$ cat src/rtl/spi_regx_pkg.sv
package spi_regx_pkg;

  typedef enum logic [2:0] {
    ST_IDLE,
    ST_WAKE_LO,
    ST_WAKE_GAP,
    ST_HDR,
    ST_POLL,
    ST_DATA
  } xfer_state_t;

  // Command header byte for position idx of the four-byte header
  function automatic logic [7:0] hdr_byte(input logic rd, input logic [5:0] len_m1,
                                          input logic [23:0] adr, input logic [1:0] idx);
    case (idx)
      2'd0:    hdr_byte = {rd, 1'b1, len_m1};
      2'd1:    hdr_byte = adr[23:16];
      2'd2:    hdr_byte = adr[15:8];
      default: hdr_byte = adr[7:0];
    endcase
  endfunction

  function automatic int max3(input int a, input int b, input int c);
    int m;
    m = (a > b) ? a : b;
    max3 = (m > c) ? m : c;
  endfunction

endpackage

$ cat src/rtl/spi_regx_shifter.sv
module spi_regx_shifter #(
  parameter int CLK_DIV = 4
) (
  input  logic       clk,
  input  logic       rst_n,
  input  logic       go,
  input  logic       abort,
  input  logic [7:0] tx_byte,
  input  logic       miso,
  output logic       sclk,
  output logic       mosi,
  output logic       busy,
  output logic       done,
  output logic [7:0] rx_byte
);
  localparam int HALF = CLK_DIV / 2;
  localparam int HW   = (HALF > 1) ? $clog2(HALF) : 1;

  logic [HW-1:0] hcnt;
  logic [2:0]    bitn;
  logic [7:0]    sh;
  logic          half_end;

  assign half_end = (hcnt == HW'(HALF - 1));
  assign mosi     = busy & sh[7];

  always_ff @(posedge clk or negedge rst_n) begin
    if (!rst_n) begin
      busy    <= 1'b0;
      done    <= 1'b0;
      sclk    <= 1'b0;
      hcnt    <= '0;
      bitn    <= '0;
      sh      <= '0;
      rx_byte <= '0;
    end else begin
      done <= 1'b0;
      if (abort) begin
        busy <= 1'b0;
        sclk <= 1'b0;
      end else if (go && !busy) begin
        busy <= 1'b1;
        sh   <= tx_byte;
        bitn <= '0;
        hcnt <= '0;
        sclk <= 1'b0;
      end else if (busy) begin
        if (half_end) begin
          hcnt <= '0;
          if (!sclk) begin
            sclk    <= 1'b1;
            rx_byte <= {rx_byte[6:0], miso};
          end else begin
            sclk <= 1'b0;
            if (bitn == 3'd7) begin
              busy <= 1'b0;
              done <= 1'b1;
            end else begin
              bitn <= bitn + 3'd1;
              sh   <= {sh[6:0], 1'b0};
            end
          end
        end else begin
          hcnt <= hcnt + HW'(1);
        end
      end
    end
  end

  // clock pulses only inside a byte
  a_r9_sclk_in_byte: assert property (@(posedge clk) disable iff (!rst_n)
    sclk |-> busy);
  // data line steady across the high phase of SCLK
  a_r9_mosi_steady_high: assert property (@(posedge clk) disable iff (!rst_n)
    (sclk && $past(sclk)) |-> $stable(mosi));

endmodule

$ cat src/rtl/spi_regx_idle_tracker.sv
module spi_regx_idle_tracker #(
  parameter int WINDOW = 1000
) (
  input  logic clk,
  input  logic rst_n,
  input  logic activity,
  output logic expired
);
  localparam int CW = $clog2(WINDOW + 1);

  logic [CW-1:0] cnt;

  assign expired = (cnt == CW'(WINDOW));

  always_ff @(posedge clk or negedge rst_n) begin
    if (!rst_n)             cnt <= CW'(WINDOW);
    else if (activity)      cnt <= '0;
    else if (!expired)      cnt <= cnt + CW'(1);
  end

  // bus activity always reopens the window
  a_r7_window_restart: assert property (@(posedge clk) disable iff (!rst_n)
    activity |=> !expired);

endmodule

$ cat src/rtl/spi_regx_master.sv
module spi_regx_master
  import spi_regx_pkg::*;
#(
  parameter int CLK_DIV       = 4,
  parameter int STALL_TIMEOUT = 50000,
  parameter int IDLE_WINDOW   = 90000,
  parameter int WAKE_LOW_CYC  = 50,
  parameter int WAKE_GAP_CYC  = 5000,
  parameter bit WAKE_EN       = 1'b1
) (
  input  logic        clk,
  input  logic        rst_n,
  input  logic        start,
  input  logic        rd_nwr,
  input  logic [5:0]  xfer_len_m1,
  input  logic [23:0] addr,
  input  logic [7:0]  wr_data,
  output logic        wr_pop,
  output logic [7:0]  rd_data,
  output logic        rd_valid,
  output logic        done,
  output logic        err,
  output logic        sclk,
  output logic        mosi,
  input  logic        miso,
  output logic        cs_n
);
  localparam int TMR_MAX = max3(STALL_TIMEOUT, WAKE_LOW_CYC, WAKE_GAP_CYC);
  localparam int TW      = $clog2(TMR_MAX + 1);

  xfer_state_t   state_q;
  logic          rd_q;
  logic [5:0]    len_q;
  logic [23:0]   addr_q;
  logic [5:0]    idx_q;
  logic [TW-1:0] tmr_q;

  logic          sh_busy, sh_done;
  logic [7:0]    sh_rx;
  logic          in_window, need_byte, stall_to, xfer_end, idle_expired, wake_needed;
  logic [7:0]    tx_byte;

  assign in_window = (state_q == ST_HDR) || (state_q == ST_POLL) || (state_q == ST_DATA);
  assign need_byte = in_window && !sh_busy && !sh_done;
  assign stall_to  = (state_q == ST_POLL) && (tmr_q == TW'(STALL_TIMEOUT - 1));
  assign xfer_end  = stall_to || ((state_q == ST_DATA) && sh_done && (idx_q == len_q));
  assign wr_pop    = need_byte && (state_q == ST_DATA) && !rd_q;
  assign cs_n      = !(in_window || (state_q == ST_WAKE_LO));
  assign wake_needed = WAKE_EN && idle_expired;

  always_comb begin
    case (state_q)
      ST_HDR:  tx_byte = hdr_byte(rd_q, len_q, addr_q, idx_q[1:0]);
      ST_DATA: tx_byte = rd_q ? 8'h00 : wr_data;
      default: tx_byte = 8'h00;
    endcase
  end

  spi_regx_shifter #(.CLK_DIV(CLK_DIV)) u_shift (
    .clk     (clk),
    .rst_n   (rst_n),
    .go      (need_byte),
    .abort   (stall_to),
    .tx_byte (tx_byte),
    .miso    (miso),
    .sclk    (sclk),
    .mosi    (mosi),
    .busy    (sh_busy),
    .done    (sh_done),
    .rx_byte (sh_rx)
  );

  spi_regx_idle_tracker #(.WINDOW(IDLE_WINDOW)) u_idle (
    .clk      (clk),
    .rst_n    (rst_n),
    .activity (xfer_end),
    .expired  (idle_expired)
  );

  always_ff @(posedge clk or negedge rst_n) begin
    if (!rst_n) begin
      state_q  <= ST_IDLE;
      rd_q     <= 1'b0;
      len_q    <= '0;
      addr_q   <= '0;
      idx_q    <= '0;
      tmr_q    <= '0;
      done     <= 1'b0;
      err      <= 1'b0;
      rd_valid <= 1'b0;
      rd_data  <= '0;
    end else begin
      done     <= 1'b0;
      err      <= 1'b0;
      rd_valid <= 1'b0;
      case (state_q)
        ST_IDLE: if (start) begin
          rd_q    <= rd_nwr;
          len_q   <= xfer_len_m1;
          addr_q  <= addr;
          idx_q   <= '0;
          tmr_q   <= '0;
          state_q <= wake_needed ? ST_WAKE_LO : ST_HDR;
        end
        ST_WAKE_LO: begin
          if (tmr_q == TW'(WAKE_LOW_CYC - 1)) begin
            tmr_q   <= '0;
            state_q <= ST_WAKE_GAP;
          end else tmr_q <= tmr_q + TW'(1);
        end
        ST_WAKE_GAP: begin
          if (tmr_q == TW'(WAKE_GAP_CYC - 1)) begin
            tmr_q   <= '0;
            state_q <= ST_HDR;
          end else tmr_q <= tmr_q + TW'(1);
        end
        ST_HDR: if (sh_done) begin
          if (idx_q == 6'd3) begin
            idx_q   <= '0;
            tmr_q   <= '0;
            state_q <= sh_rx[0] ? ST_DATA : ST_POLL;
          end else idx_q <= idx_q + 6'd1;
        end
        ST_POLL: begin
          tmr_q <= tmr_q + TW'(1);
          if (stall_to) begin
            err     <= 1'b1;
            state_q <= ST_IDLE;
          end else if (sh_done && sh_rx[0]) begin
            idx_q   <= '0;
            state_q <= ST_DATA;
          end
        end
        ST_DATA: if (sh_done) begin
          if (rd_q) begin
            rd_valid <= 1'b1;
            rd_data  <= sh_rx;
          end
          if (idx_q == len_q) begin
            done    <= 1'b1;
            state_q <= ST_IDLE;
          end else idx_q <= idx_q + 6'd1;
        end
        default: state_q <= ST_IDLE;
      endcase
    end
  end

  // clock idles low outside a window
  a_r9_idle_low: assert property (@(posedge clk) disable iff (!rst_n)
    cs_n |-> !sclk);
  // completion coincides with a released select
  a_r8_done_released: assert property (@(posedge clk) disable iff (!rst_n)
    done |-> cs_n);
  // timeout releases the bus and never also completes
  a_r5_err_released: assert property (@(posedge clk) disable iff (!rst_n)
    err |-> (cs_n && !done));
  // filler bytes carry zeros
  a_r4_poll_zero: assert property (@(posedge clk) disable iff (!rst_n)
    (state_q == ST_POLL) |-> !mosi);
  // request fields frozen while busy
  a_r10_ignore_start: assert property (@(posedge clk) disable iff (!rst_n)
    (state_q != ST_IDLE) |=> ($stable(addr_q) && $stable(len_q) && $stable(rd_q)));
  // no wake pulse inside the window
  a_r7_skip_wake: assert property (@(posedge clk) disable iff (!rst_n)
    (state_q == ST_IDLE && start && !idle_expired) |=> (state_q == ST_HDR));
  // ready bit set leads straight to data
  a_r3_direct_data: assert property (@(posedge clk) disable iff (!rst_n)
    (state_q == ST_HDR && sh_done && idx_q == 6'd3 && sh_rx[0]) |=> (state_q == ST_DATA));

endmodule

$ cat config.mk
export PLATFORM = sky130hd
export DESIGN_NAME = spi_regx_master
export DESIGN_NICKNAME = d
export VERILOG_FILES = /design/src/rtl/spi_regx_pkg.sv /design/src/rtl/spi_regx_shifter.sv /design/src/rtl/spi_regx_idle_tracker.sv /design/src/rtl/spi_regx_master.sv
export SDC_FILE = /design/constraint.sdc
export NUM_CORES = 1
export LEC_CHECK = 0
export ABC_AREA = 1
export BUFFER_PORTS_ARGS = -buffer_cell sky130_fd_sc_hd__buf_4
export CORE_MARGIN = 2
export CORE_UTILIZATION = 35
export CTS_CLUSTER_SIZE = 14
export DETAILED_ROUTE_END_ITERATION = 16
export SLEW_MARGIN = 20
export SYNTH_ARGS = -nofsm -noshare
export SYNTH_HDL_FRONTEND = slang
export SYNTH_SLANG_ARGS = --single-unit
$ cat constraint.sdc
create_clock -name clk -period 2.8 [get_ports clk]
set_input_delay 0.28 -clock clk [delete_from_list [all_inputs] [get_ports clk]]
set_output_delay 0.28 -clock clk [all_outputs]
set_load 0.005 [all_outputs]
# Yosys cells after proc, flatten, opt, wreduce, memory -nomap -nowiden

Cells that the tools add are included.

Reductions and logical operators: 35
Eq/ne operators: 27
Multiplexer cells: 69
Add/subtract/negate cells: 5
Bitwise logic cells: 4

Operators with widths:

| operator                                              | number |
|---|---|
| two-way mux 16 bit                                    | 5 |
| one-hot mux 16 bit (5 select lines)                   | 1 |
| two-way mux 8 bit                                     | 6 |
| two-way mux 3 bit                                     | 14 |
| two-way mux 6 bit                                     | 7 |
| two-way mux 17 bit                                    | 2 |
| two-way mux 1 bit                                     | 29 |
| one-hot mux 6 bit (4 select lines)                    | 1 |
| one-hot mux 8 bit (3 select lines)                    | 1 |
| one-hot mux 3 bit (6 select lines)                    | 1 |
| adder 17 x 1 -> 17 bit, second input constant         | 1 |
| equality test 17 bit, second input constant           | 1 |
| adder 16 x 1 -> 16 bit, second input constant         | 1 |
| equality test 16 x 13 -> 1 bit, second input constant | 1 |
| equality test 16 bit, second input constant           | 1 |
| equality test 16 x 6 -> 1 bit, second input constant  | 1 |
| inequality test 2 x 1 -> 1 bit, second input constant | 8 |
| one-hot mux 8 bit (2 select lines)                    | 1 |
| AND reduction 5 bit                                   | 2 |
| equality test 3 bit, second input constant            | 3 |
| logical AND 1 bit                                     | 9 |
| inequality test 2 bit, second input constant          | 4 |
| AND reduction 8 bit                                   | 1 |
| AND reduction 7 bit                                   | 1 |
| other kinds (24)                                      | 38 |

Register bits after elaboration: 107
Output and inout bits: 15
Bits of input ports: 43
Word-level logic and storage cells: 158

# Logic depth before layout (Yosys ltp)

Depth after elaboration: 8
Depth in mapped cells: 13
Mapped depth without buffers: 12

# Cells and area by module

A second synthesis with hierarchy kept.

Cells, all modules: 807
Area, all modules: 6,195.9 um^2

Modules (own cells, without submodules):

| module                | cells each | sequential area each (um^2) | area an instance (um^2) | times used |
|---|---|---|---|---|
| spi_regx_master       | 510        | 1,676.6                     | 4,007.6                 | 1 |
| spi_regx_shifter      | 142        | 575.6                       | 1,129.8                 | 1 |
| spi_regx_idle_tracker | 155        | 436.7                       | 1,058.5                 | 1 |

# Worst setup path after synthesis

OpenSTA, ideal clock, no wires.

Path kind: register to register
From: register idx_q[0]
To: register u_shift.sh[0]
Period minus slack after synthesis: 1.603 ns
Buffers on the path: 1
Required time: 2.676 ns
Library setup time: 0.124 ns
Arrival time: 1.480 ns
Cell stages (with the launch flop): 7
Slack: 1.197 ns
Cell sequence: dfrtp_1 -> ha_1 -> buf_2 -> clkinv_1 -> or2_2 -> a32oi_1 -> nand2_1

Cells in the longest elaborated chain, start to end: 4
Elaborated cells on any way between the ends: 6
Those cells by class: 2 x eq/ne; 3 x mux; 1 x reduce/logical

RTL lines:

| item                                              | line                   | text |
|---|---|---|
| start: declaration                                | spi_regx_master.sv:35  | `logic [5:0] idx_q;` |
| start signal: assignment                          | spi_regx_master.sv:122 | `end else idx_q <= idx_q + 6'd1;` |
| start signal: assignment                          | spi_regx_master.sv:142 | `end else idx_q <= idx_q + 6'd1;` |
| equality test 2 bit, or another cell as far along | spi_regx_pkg.sv:15     | `case (idx)` |
| one-hot mux 8 bit (3 select lines) *              | spi_regx_pkg.sv:15     |  |
| one-hot mux 8 bit (2 select lines) *              | spi_regx_master.sv:52  | `case (state_q)` |
| two-way mux 8 bit *                               | spi_regx_shifter.sv:41 | `end else if (go && !busy) begin` |
| end signal: assignment                            | spi_regx_shifter.sv:43 | `sh <= tx_byte;` |
| end signal: assignment                            | spi_regx_shifter.sv:60 | `sh <= {sh[6:0], 1'b0};` |
| end: declaration                                  | spi_regx_shifter.sv:21 | `logic [7:0] sh;` |

Mark *: on every way between the ends. The rest lies on a longest branch, timed or not.
A chain may end at the register's enable or synchronous reset.

# Worst setup path after layout

From: register state_q[2]
To: output wr_pop

Cells in the longest elaborated chain, start to end: 7
Elaborated cells on any way between the ends: 9
Those cells by class: 3 x eq/ne; 6 x reduce/logical

RTL lines:

| item                                                                       | line                   | text |
|---|---|---|
| start: declaration                                                         | spi_regx_master.sv:31  | `xfer_state_t state_q;` |
| start signal: assignment                                                   | spi_regx_master.sv:103 | `state_q <= wake_needed ? ST_WAKE_LO : ST_HDR;` |
| start signal: assignment                                                   | spi_regx_master.sv:121 | `state_q <= sh_rx[0] ? ST_DATA : ST_POLL;` |
| equality test 3 x 2 -> 1 bit / equality test 3 bit (equally long branches) | spi_regx_master.sv:43  | `assign in_window = (state_q == ST_HDR) \|\| (state_q == ST_POLL) \|\| (state_q == ST_DATA);` |
| logical OR 1 bit (2 in series)                                             | spi_regx_master.sv:43  |  |
| logical AND 1 bit (2 in series)                                            | spi_regx_master.sv:44  | `assign need_byte = in_window && !sh_busy && !sh_done;` |
| logical AND 1 bit * (2 in series)                                          | spi_regx_master.sv:47  | `assign wr_pop = need_byte && (state_q == ST_DATA) && !rd_q;` |
| end: declaration                                                           | spi_regx_master.sv:18  | `output logic wr_pop,` |

Marked as above.

==> flow_metrics.py <==
metrics = {
    "placed_design": {
        "place.gp.congestion": 0.904,
        "place_hpwl_um": 10600,
        "placed_area_sq_um": 6710,
        "dp.cells": 1030,
        "numPortBuffers": 57,
        "dp_slack_ns": 0.756,
    },
    "cts": {
        "cts_buffer_depth": 2,
        "worst_skew_pair.late_latency_ns": 0.36,
        "cts_root_buf": "clkbuf_16",
        "numCtsBuffers": 9,
        "cts_tree": "yes",
        "post_cts_buffers": 0,
        "path_clk_slew_ns": 0.07,
        "h-tree-depth": 3,
        "cts.sinks": 107,
        "cts_hold_buf": 1,
        "cts_resized": 0,
    },
    "worst_setup_path": {
        "end_kind": "output pin",
        "cp.arrival_ns": 2.08,
        "timing_worst_setup_path_type": "register to output pin",
        "reg2reg_to": "tmr_q[9]",
        "crit_buf_inv": 2,
        "crit_family": "simple AND/OR/NAND/NOR gates",
        "path_depth": 6,
        "startpoint": "state_q[2]",
        "reg2reg_depth": 8,
        "slowest_stage": "dfrtp_1",
        "crit_required_ns": 2.52,
        "path_max_fanout": 11,
        "ff2ff_setup_slack_ns": 0.75,
        "critPathLaunchType": "register",
        "cp_common_cell": "nand3_2",
        "r2r_start": "idx_q[0]",
        "crit_path_cell_trace": "inv_2 > nand3_2 > nand2_1 > nand3_2 > nor2_2 > buf_4",
        "slowest_delay_ns": 0.43,
    },
    "yosys": {
        "syn_area_per_cell_sq_um": 7.96,
        "synth_cell_types": 45,
        "syn_area_sq_um": 6060,
        "synthArstFlopShare": 1.00,
        "seq_area_frac_synth": 0.444,
        "synthCells": 761,
        "ys_ff_latch": 107,
        "synth_flop_cell": "dfrtp_1",
        "synth_edf_count": 0,
        "syn_nets": 814,
        "yosysWarnings": 0,
    },
    "detailed_routing": {
        "wl_met2_um": 6520,
        "viasPerCell": 4.83,
        "route.detailed.drc": 0,
        "top_layer": "met4",
        "vias": 5057,
        "drtPass1Iterations": 5,
        "postRouteAntennaNets": 0,
        "wl_met1_um": 7030,
        "routed-wl-met3_um": 479,
        "routed_wirelength_um": 14300,
        "drtIter0Drc": 319,
        "wl_per_cell_um": 13.7,
    },
    "power_and_ir_drop": {
        "peakVddDrop_mv": 0.374,
        "leakagePower_nw": 3.38,
        "power_mw": 6.14,
        "power_density_nw_per_um2": 876,
    },
    "floorplan": {
        "initial_utilization": 0.354,
        "die_y_um": 136,
        "design.core.area_sq_um": 17100,
        "die_x_um": 136,
        "num_io_pins": 58,
        "die-area_sq_um": 18400,
        "core.rowCount": 48,
    },
    "timing": {
        "min_period_ns": 2.36,
        "setup_viol": 0,
        "period_share": 0.844,
        "slew_headroom": 0.426,
        "hold_viol": 0,
        "finalSetupTns_ns": 0,
        "tightest_slew_ns": 0.858,
        "fin_skew_ns": 0.00668,
        "hold_ws_ns": 0.140,
        "rsz0062_at_grt": "no",
        "timing.final.ws_setup_ns": 0.438,
        "final_max_slew_viol_count": 0,
        "fmax_mhz": 423,
    },
    "global_route": {
        "grt_use_total": 0.164,
        "grt_pass1_wl_um": 24000,
        "grt_max_degree": 50,
        "antenna_found_initial": 0,
        "grt_pass1_vias": 4853,
        "grt_overflow": 0,
    },
    "worst_hold_path": {
        "holdPathStages": 3,
        "hold_path.class": "input port to register",
        "whs_endpoint": "u_shift.sh[0]",
        "hold_start": "wr_data[0]",
    },
    "flow_run": {
        "drv_cap": 0,
    },
    "finish": {
        "final_cells": 1047,
        "drive_gt1_frac": 0.185,
        "final_core_util": 0.410,
        "nets": 870,
        "syn_to_final_growth_pct": 15.8,
        "diodes": 0,
        "fin_area_sq_um": 7010,
    },
    "status": {
        "status": "finished, final reports clean",
    },
}
==> layout by cell type (no fill, tap or decap), types with 3 or more instances in the layout <==
cell       Yosys  final
nand2_1      200    200
nor2_1        99     99
dfrtp_1       98     98
inv_1         71     71
nand3_1       62     62
buf_4          1     60
a21oi_1       27     27
mux2_2        25     25
xor2_1        18     18
o21ai_0       18     18
o211ai_1      17     17
nand4_1       15     15
inv_2         10     10
nor3_1        10     10
ha_1          10     10
clkbuf_16      0      9
dfstp_2        9      9
nand3_2        7      7
nand2_2        6      6
nor2_4         4      4
o21bai_1       3      3
xnor2_1        3      3
o21ai_1        3      3
and3_1         3      3
clkbuf_8       0      3
==> layout make-up <==
class,instances,area (sq um)
clock buffers,13,270
flip-flops and latches,107,2690
clock inverters,3,22.5
well taps,225,282
fillers,1765,10100
repair buffers,62,480
multi-input cells,554,2950
inverters,83,314
==> state kept, by name, indices dropped and copies added (netlist names) <==
register          flops
addr_q               24
u_idle.cnt           17
tmr_q                16
rd_data               8
u_shift.rx_byte       8
u_shift.sh            8
idx_q                 6
len_q                 6
state_q               3
u_shift.bitn          3
done                  1
err                   1
rd_q                  1
rd_valid              1
u_shift.busy          1
u_shift.done          1
u_shift.half_end      1
u_shift.sclk          1
==> cells by family after synthesis <==
family	Yosys count	share of synthesized area
AND/OR/NAND/NOR	421	0.314
buffers and inverters	100	0.0684
adder cells (fa/ha/maj)	10	0.0207
multiplexers	25	0.0465
XOR/XNOR	21	0.0304
AO/OA/AOI/OAI	77	0.0762
flip-flops	107	0.444
==> routing by layer <==
| layer | vias up | GRT usage |
|---|---|---|
| met4 | 0 | 0.0637 |
| met1 | 2355 | 0.227 |
| met5 | - | 0 |
| met2 | 93 | 0.258 |
| li1 | 2586 | - |
| met3 | 23 | 0.0262 |
==> worst max path at each step <==
stage,endpoint,slack (ns)
detailed placement,tmr_q[9],0.76
finish,wr_pop,0.44
global route,wr_pop,0.25
floorplan,u_shift.sh[0],1.20
CTS,wr_pop,0.40
global placement,tmr_q[12],0.74
==> power breakdown <==
part	switching, mW	internal (mW)
clock	0.582	0.679
combinational	1.57	0.899
sequential	0.385	2.02
==> cell usage after synthesis (all sizes together), types with 4 or more instances <==
cell | number | share of area
inv | 82 | 0.051
o21ai | 23 | 0.020
nor2 | 105 | 0.071
dfrtp | 98 | 0.40
buf | 13 | 0.014
a21oi | 27 | 0.022
ha | 10 | 0.021
nand3 | 70 | 0.066
nand4 | 16 | 0.018
xor2 | 18 | 0.026
mux2 | 25 | 0.046
dfstp | 9 | 0.039
clkbuf | 4 | 0.0025
nand2 | 208 | 0.13
o211ai | 17 | 0.021
nor3 | 14 | 0.017
==> worst reg2reg max path, cell delays in order (launching register included) <==
cell	delay [ns]
dfrtp_1	0.47
ha_1	0.46
nand4_1	0.19
nand2_1	0.13
inv_1	0.07
nor2_1	0.17
nand2_2	0.16
nor3_2	0.19
nor2_1	0.08
Note: power is estimated with default switching activity, not from simulation.
